`src/rtl/irq_arbiter_pkg.sv`:
```
package irq_arbiter_pkg;

  // Strobes from control to datapath.
  typedef struct packed {
    logic capture;  // load the winner into the output registers
    logic evalNow;  // boundary edge is being evaluated this cycle
  } arbStrobe_t;

endpackage

```
`src/rtl/irq_arbiter_dp.sv`:
```
module irq_arbiter_dp
  import irq_arbiter_pkg::*;
#(
  parameter int NUM_DEV = 8,
  parameter int LVL_W   = 3,
  parameter logic [NUM_DEV*LVL_W-1:0] DEV_LEVELS = '0,
  localparam int IDX_W  = (NUM_DEV > 1) ? $clog2(NUM_DEV) : 1
) (
  input  logic               clk,
  input  logic               rst_n,
  input  logic [NUM_DEV-1:0] devReady,
  input  logic [NUM_DEV-1:0] devIntEn,
  input  logic [LVL_W-1:0]   curLevel,
  input  arbStrobe_t         strobes,
  output logic               qualify,
  output logic [IDX_W-1:0]   winIdx,
  output logic [LVL_W-1:0]   winLevel
);

  logic [NUM_DEV-1:0] reqVec;
  logic [LVL_W-1:0]   devLevel [NUM_DEV];

  // Per-device request gating and level lookup.
  for (genvar gi = 0; gi < NUM_DEV; gi++) begin : g_dev
    assign reqVec[gi]   = devReady[gi] & devIntEn[gi];
    assign devLevel[gi] = DEV_LEVELS[gi*LVL_W +: LVL_W];
  end

  // Priority encoder: scan from the top index down so that an equal
  // level at a lower index replaces the current pick.
  logic               anyReq;
  logic [IDX_W-1:0]   bestIdx;
  logic [LVL_W-1:0]   bestLevel;

  always_comb begin
    anyReq    = 1'b0;
    bestIdx   = '0;
    bestLevel = '0;
    for (int i = NUM_DEV - 1; i >= 0; i--) begin
      if (reqVec[i] && (!anyReq || devLevel[i] >= bestLevel)) begin
        anyReq    = 1'b1;
        bestIdx   = IDX_W'(i);
        bestLevel = devLevel[i];
      end
    end
  end

  // Strict comparison against the running level.
  assign qualify = anyReq && (bestLevel > curLevel);

  // Output registers, loaded only on a taken interrupt.
  always_ff @(posedge clk or negedge rst_n) begin
    if (!rst_n) begin
      winIdx   <= '0;
      winLevel <= '0;
    end else if (strobes.capture) begin
      winIdx   <= bestIdx;
      winLevel <= bestLevel;
    end
  end

endmodule

```
`src/rtl/irq_arbiter_ctrl.sv`:
```
module irq_arbiter_ctrl
  import irq_arbiter_pkg::*;
(
  input  logic       clk,
  input  logic       rst_n,
  input  logic       boundary,
  input  logic       qualify,
  output arbStrobe_t strobes,
  output logic       takeIrq
);

  always_comb begin
    strobes.evalNow = boundary;
    strobes.capture = boundary & qualify;
  end

  // The pulse follows the capture edge and lasts one cycle.
  always_ff @(posedge clk or negedge rst_n) begin
    if (!rst_n) takeIrq <= 1'b0;
    else        takeIrq <= strobes.capture;
  end

endmodule

```
`src/rtl/irq_arbiter.sv`:
```
module irq_arbiter
  import irq_arbiter_pkg::*;
#(
  parameter int NUM_DEV = 8,
  parameter int LVL_W   = 3,
  parameter logic [NUM_DEV*LVL_W-1:0] DEV_LEVELS =
    {3'd7, 3'd6, 3'd0, 3'd5, 3'd3, 3'd7, 3'd3, 3'd1},
  localparam int IDX_W  = (NUM_DEV > 1) ? $clog2(NUM_DEV) : 1
) (
  input  logic               clk,
  input  logic               rst_n,
  input  logic [NUM_DEV-1:0] devReady,
  input  logic [NUM_DEV-1:0] devIntEn,
  input  logic [LVL_W-1:0]   curLevel,
  input  logic               boundary,
  output logic               takeIrq,
  output logic [IDX_W-1:0]   winIdx,
  output logic [LVL_W-1:0]   winLevel
);

  arbStrobe_t strobes;
  logic       qualify;

  irq_arbiter_ctrl u_ctrl (
    .clk      (clk),
    .rst_n    (rst_n),
    .boundary (boundary),
    .qualify  (qualify),
    .strobes  (strobes),
    .takeIrq  (takeIrq)
  );

  irq_arbiter_dp #(
    .NUM_DEV    (NUM_DEV),
    .LVL_W      (LVL_W),
    .DEV_LEVELS (DEV_LEVELS)
  ) u_dp (
    .clk      (clk),
    .rst_n    (rst_n),
    .devReady (devReady),
    .devIntEn (devIntEn),
    .curLevel (curLevel),
    .strobes  (strobes),
    .qualify  (qualify),
    .winIdx   (winIdx),
    .winLevel (winLevel)
  );

endmodule

```
`config.mk`:
```
export PLATFORM = sky130hd
export DESIGN_NAME = irq_arbiter
export DESIGN_NICKNAME = d
export VERILOG_FILES = /design/src/rtl/irq_arbiter_pkg.sv /design/src/rtl/irq_arbiter_dp.sv /design/src/rtl/irq_arbiter_ctrl.sv /design/src/rtl/irq_arbiter.sv
export SDC_FILE = /design/constraint.sdc
export NUM_CORES = 1
export LEC_CHECK = 0
export BUFFER_PORTS_ARGS = -buffer_cell sky130_fd_sc_hd__buf_2
export CORE_MARGIN = 2
export CORE_UTILIZATION = 37
export CTS_CLUSTER_DIAMETER = 50
export DETAILED_ROUTE_END_ITERATION = 16
export GPL_ROUTABILITY_DRIVEN = 1
export PLACE_DENSITY = 0.72
export REMOVE_ABC_BUFFERS = 1
export SETUP_SLACK_MARGIN = 0.15
export SLEW_MARGIN = 10
export SYNTH_ARGS = -nofsm -noshare
export SYNTH_HDL_FRONTEND = slang
export SYNTH_HIERARCHICAL = 1
export SYNTH_SLANG_ARGS = --single-unit
```
`constraint.sdc`:
```
create_clock -name clk -period 0.9 [get_ports clk]
set_clock_uncertainty 0.2 [all_clocks]
set_input_delay 0.18 -clock clk [delete_from_list [all_inputs] [get_ports clk]]
set_output_delay 0.18 -clock clk [all_outputs]
set_load 0.1 [all_outputs]
```
==> metrics.md, run 1 <==
| Metric | Value |
|---|---|
| Total CTS buffers | `3` |
| Vias per cell | `6.56` |
| WS Path Type | `in -> reg` |
| CP endpoint kind | `flop` |
| Proportion of layout cells with a drive suffix above 1 | `68.0%` |
| Clk_lat worst skew | `0.27 ns` |
| Clock root buffer | `clkbuf_4` |
| Reg2reg setup slack | `-0.22 ns` |
| Gpl congestion | `0.854` |
| Die H | `40.1 microns` |
| Avg WL per Cell | `22.6 microns` |
| Syn. warnings | `6` |
| Lkg Pwr | `0.588 nW` |
| Final WL | `3100 microns` |
| Hold violation count in the final report | `0` |
| ANT cells | `0` |
| Reg clk slew, reported paths | `0.06 ns` |
| Critical Path RT | `0.85 ns` |
| IO Pins | `29` |
| Clock Sinks | `7` |
| CP startpoint kind | `primary input` |
| Tightest Pin Transition | `0.517 ns` |
| Syn Inst Count | `51` |
| CTS max path bufs | `2` |
| # placed instances | `112` |
| CP arrival | `2.38 ns` |
| Period utilisation layout | `270%` |
| Layout Cells excl Fill | `137` |
| Die Area | `1610 sq um` |
| Multi-input gate area | `375 sq um` |
| First-pass DRT Iterations | `4` |
| Vias in the first global route | `717` |
| DRC | `0` |
| R2R Path Start | `u_dp/winLevel[1]$_DFFE_PN0P_` |
| R2R depth | `2` |
| Hpwl dp | `1250 microns` |
| Iter 0 DRT Violations | `48` |
| Initial Utilization | `38.6%` |
| Tot GR Track Use | `29.8%` |
| Max-slew headroom | `65.5%` |
| P&R area growth vs syn | `146%` |
| VDD IR max | `1.11 mV` |
| Fill cells | `34` |
| Initial antenna violation count | `0` |
| CTS tree | `built` |
| First-pass GRT wire length | `3070 microns` |
| Final Instance Area | `1190 sq um` |
| Die width | `40.1 microns` |
| Final net count | `148` |
| Reg2Reg Capture Point | `u_dp/winLevel[1]$_DFFE_PN0P_` |
| Clock H-tree levels | `1` |
| Via count | `899` |
| Synth Cell Area | `483 sq um` |
| RSZ-0062 raised after global routing | `yes` |
| Pre-CTS WS | `-1.78 ns` |
| Post-DRT Antenna Nets | `0` |
| Setup slack after layout | `-1.53 ns` |
| Core area | `1250 sq um` |
| Run status | `finished with violations` |
| Max-cap viol count | `0` |
| Type of the worst min-delay path | `in -> async` |
| Power Total | `2.70 mW` |
| Achievable Freq | `0.411 GHz` |
| Mean Syn Cell Area | `9.47 sq um` |
| Slew Viols, Final | `0` |
| Max Fanout on Critical Path | `3` |
| Grt total ovfl | `0` |
| PD cells | `2280 nW/um^2` |
| Largest net degree at the start of global routing | `9` |
| Layout Utilization | `94.7%` |
| Area after DPL | `886 sq um` |
| Port bufs | `28` |
| FP Rows | `13` |
| FF+latch area | `175 sq um` |
| Min Tclk post-route | `2.43 ns` |
| Endpoints failing setup | `14` |
| Violated checks | `setup timing` |
## placed cells by master, fill, tap and decap left out
master	n
o21ai_2	1
a21boi_4	1
a31oi_4	1
nand2_1	5
inv_1	4
buf_6	4
buf_2	19
o21ai_1	1
a22oi_1	1
dlygate4sd3_1	1
nor2_4	2
o41ai_4	1
buf_8	1
and2_4	1
a22o_1	2
a222oi_1	3
buf_4	36
clkbuf_4	3
nand4_1	2
mux2_4	1
nand3_1	1
a221oi_2	1
a31oi_1	1
dfrtp_1	7
a311oi_1	1
a21oi_1	1
buf_12	7
clkbuf_1	1
ha_1	2
o22a_1	1
and2_1	2
ha_2	1
nor2b_2	1
o21a_1	1
o211a_1	1
o22ai_2	2
o31a_1	1
## layout make-up
type,instances,share of cell area (%)
clock buffers,4,2.22
inverters,4,1.27
multi-input cells,39,31.6
flip-flops and latches,7,14.8
well taps,15,1.58
repair buffers,68,48.5
## stage by stage
step / setup TNS [ns] / hold WS, ns
2_1_floorplan: -13.34 / -0.316
3_3_place_gp: -11.50 / -0.190
3_5_place_dp: -12.23 / -0.187
4_1_cts: -11.13 / 0.0510
5_1_grt: -13.37 / 0.118
6_report: -12.30 / 0.0962
## worst max path at each step
stage / start / end / slack, ns
floorplan: devReady[2] / u_dp/winLevel[0]$_DFFE_PN0P_ / -1.67
global placement: devReady[2] / u_dp/winLevel[1]$_DFFE_PN0P_ / -1.70
detailed placement: devReady[2] / u_dp/winLevel[1]$_DFFE_PN0P_ / -1.78
CTS: devIntEn[1] / u_dp/winLevel[1]$_DFFE_PN0P_ / -1.36
global route: devReady[1] / u_dp/winIdx[2]$_DFFE_PN0P_ / -1.65
finish: devReady[1] / u_dp/winLevel[0]$_DFFE_PN0P_ / -1.53
## power by group
group          internal (mW)  switching (mW)
Sequential             0.406          0.0983
Clock                  0.171           0.139
Combinational          0.799            1.09
## per-layer routing
layer  wire length (microns)  part of all wire [%]  GRT usage, %
met1                     963                    31          28.7
met2                    1520                    49          54.4
met3                     309                    10          5.56
met4                     299                   9.7          24.1
met5                       0                     0             0
## repair_timing
| action | CTS | global route |
|---|---|---|
| resized for setup | 12 | 12 |
| endpoints found under the setup margin | 14 | 14 |
| pin swaps | 6 | 4 |
| setup buffers | 19 | 1 |
| endpoints found under the hold margin | 7 | 0 |
| hold buffers | 1 | 0 |
## state kept, by name, summed over array words and instances, names as in the netlist
name and cells:
u_dp/winIdx 3, u_ctrl/takeIrq 1, u_dp/winLevel 3
## critical path, stage by stage
cell,delay (ns)
buf_6,0.10
a222oi_1,0.43
a21oi_1,0.18
a221oi_2,0.23
ha_2,0.31
nand3_1,0.10
o211a_1,0.17
and2_4,0.15
a21boi_4,0.19
o41ai_4,0.12
o22a_1,0.22
Power figures use the tool's default switching activity.
==> run 2, diff against run 1 <==
--- a/config.mk
+++ b/config.mk
@@ -14,8 +14,10 @@
 export PLACE_DENSITY = 0.72
 export REMOVE_ABC_BUFFERS = 1
 export SETUP_SLACK_MARGIN = 0.15
+export SKIP_LAST_GASP = 1
 export SLEW_MARGIN = 10
 export SYNTH_ARGS = -nofsm -noshare
 export SYNTH_HDL_FRONTEND = slang
 export SYNTH_HIERARCHICAL = 1
 export SYNTH_SLANG_ARGS = --single-unit
+export TNS_END_PERCENT = 1
==> run 2 against run 1 <==
Net effect:
- the flow still finishes with violations (setup timing)
- clock-buffer cell count unchanged
- sequential cell count did not move
- hold slack worse by 0.061 ns
- highest routed layer unchanged
==> metrics.md, run 2 (synthesis results as in run 1) <==
| Metric | Value |
|---|---|
| Core area | `1250 sq um` |
| Initial Utilization | `38.6%` |
| Reg clk slew, reported paths | `0.05 ns` |
| Initial antenna violation count | `0` |
| Setup slack after layout | `-1.66 ns` |
| Clock H-tree levels | `1` |
| Clock root buffer | `clkbuf_4` |
| CTS max path bufs | `2` |
| FF+latch area | `175 sq um` |
| Via count | `720` |
| CTS tree | `built` |
| Setup TNS | `-13.24 ns` |
| Iter 0 DRT Violations | `18` |
| Proportion of layout cells with a drive suffix above 1 | `62.7%` |
| Critical Path RT | `0.83 ns` |
| Die Area | `1610 sq um` |
| Clk_lat worst skew | `0.25 ns` |
| First-pass DRT Iterations | `4` |
| Tightest Pin Transition | `0.545 ns` |
| Crit-path slowest cell | `a222oi_1` |
| Final WL | `1920 microns` |
| Layout Utilization | `85.8%` |
| First-pass GRT wire length | `2550 microns` |
| WS Path Type | `in -> reg` |
| Largest stage delay on the critical path | `0.53 ns` |
| Power Total | `2.40 mW` |
| Hpwl dp | `1250 microns` |
| GRT met2 Usage | `44.0%` |
| Max-slew headroom | `63.7%` |
| Run status | `finished with violations` |
| VDD IR max | `0.974 mV` |
| Multi-input gate area | `318 sq um` |
| Type of the worst min-delay path | `in -> reg` |
| FP Rows | `13` |
| Min Tclk post-route | `2.56 ns` |
| ANT cells | `0` |
| Fill cells | `55` |
| Port bufs | `28` |
| Max Fanout on Critical Path | `8` |
| Largest registers | `u_dp/winIdx x3, u_dp/winLevel x3, u_ctrl/takeIrq x1` |
| CP arrival | `2.49 ns` |
| Max-cap viol count | `0` |
| Endpoints failing setup | `14` |
| Slew Viols, Final | `0` |
| Commonest non-fill, non-tap cell in the layout | `buf_4` |
| CP startpoint kind | `primary input` |
| Violated checks | `setup timing` |
| Largest net degree at the start of global routing | `9` |
| Die H | `40.1 microns` |
| Hold violation count in the final report | `0` |
| Tot GR Track Use | `24.8%` |
| Clock Sinks | `7` |
| Highest-count cells in the layout ignoring fill and taps | `buf_4, buf_2, buf_12, dfrtp_1, nand2_1` |
| Gpl congestion | `0.854` |
| Grt total ovfl | `0` |
| GRT busiest layer | `met2` |
| RSZ-0062 raised after global routing | `yes` |
| Vias in the first global route | `643` |
| Lkg Pwr | `0.551 nW` |
| Post-DRT Antenna Nets | `0` |
| PD cells | `2230 nW/um^2` |
| DRC | `0` |
| Layout Cells excl Fill | `133` |
| Vias per cell | `5.41` |
| CP Cell Sequence | `buf_2 -> a222oi_1 -> a21oi_1 -> a221oi_2 -> ha_2 -> nor2b_1 -> o21a_1 -> o211a_1 -> and2_4 -> buf_6 -> mux2_4` |
| Avg WL per Cell | `14.4 microns` |
| CP endpoint kind | `flop` |
| IO Pins | `29` |
| P&R area growth vs syn | `123%` |
| Total CTS buffers | `3` |
| Final net count | `144` |
| Period utilisation layout | `284%` |
| # placed instances | `112` |
| Achievable Freq | `0.391 GHz` |
| Met3 Track Usage GR | `5.00%` |
| Met1 Track Usage GR | `25.0%` |
| Die width | `40.1 microns` |
==> run 2: routing by layer <==
layer | routed length [microns] | share of wire, %
met5 | 0 | 0
met1 | 668 | 35
met2 | 1070 | 56
met4 | 72 | 3.8
met3 | 107 | 5.6
==> run 2: worst paths after layout <==
kind,start,to,slack (ns),cells after the start
min in group asynchronous,rst_n,u_dp/winIdx[2]$_DFFE_PN0P_,0.08,2
min,devIntEn[5],u_dp/winIdx[2]$_DFFE_PN0P_,0.04,3
max,devReady[1],u_dp/winLevel[1]$_DFFE_PN0P_,-1.66,11
max in group asynchronous,rst_n,u_dp/winLevel[1]$_DFFE_PN0P_,0.27,2
min reg2reg,u_dp/winLevel[0]$_DFFE_PN0P_,u_dp/winLevel[0]$_DFFE_PN0P_,0.37,1
max reg2reg,u_dp/winLevel[1]$_DFFE_PN0P_,u_dp/winLevel[1]$_DFFE_PN0P_,-0.10,1
==> run 2: final cells by class <==
class / instances / share of cell area [%]
Tap cell: 15 / 1.75
Clock buffer: 4 / 2.44
Inverter: 4 / 1.40
Sequential cell: 7 / 16.3
Timing Repair Buffer: 64 / 48.5
Multi-Input combinational cell: 39 / 29.6
==> run 2: what timing repair did <==
item	in CTS	in global routing
setup endpoints to repair	14	14
resized for setup	5	3
hold buffers	1	0
hold endpoints to repair	7	0
buffers inserted	15	1
pin swaps	4	2
==> run 2: critical path, delay by kind of cell <==
family / cells / cell delay [ns]
AO/OA/AOI/OAI: 5 / 1.37
multiplexers: 1 / 0.29
AND/OR/NAND/NOR: 2 / 0.20
adder cells (fa/ha/maj): 1 / 0.22
buffers and inverters: 2 / 0.23
==> run 2: per-stage QoR <==
stage	hold slack (ns)	instance area [sq um]	setup slack (ns)
5_1_grt	0.0366	1070	-1.72
4_1_cts	0.0322	1050	-1.37
6_report	0.0353	1070	-1.66
3_3_place_gp	-0.190	886	-1.70
2_1_floorplan	-0.316	479	-1.67
3_5_place_dp	-0.187	886	-1.78
==> run 2: report_power, final <==
part | internal [mW] | leakage [nW] | total [mW] | switching, mW
logic | 0.664 | 0.456 | 1.61 | 0.942
registers | 0.407 | 0.0802 | 0.508 | 0.101
clock network | 0.169 | 0.0150 | 0.283 | 0.114
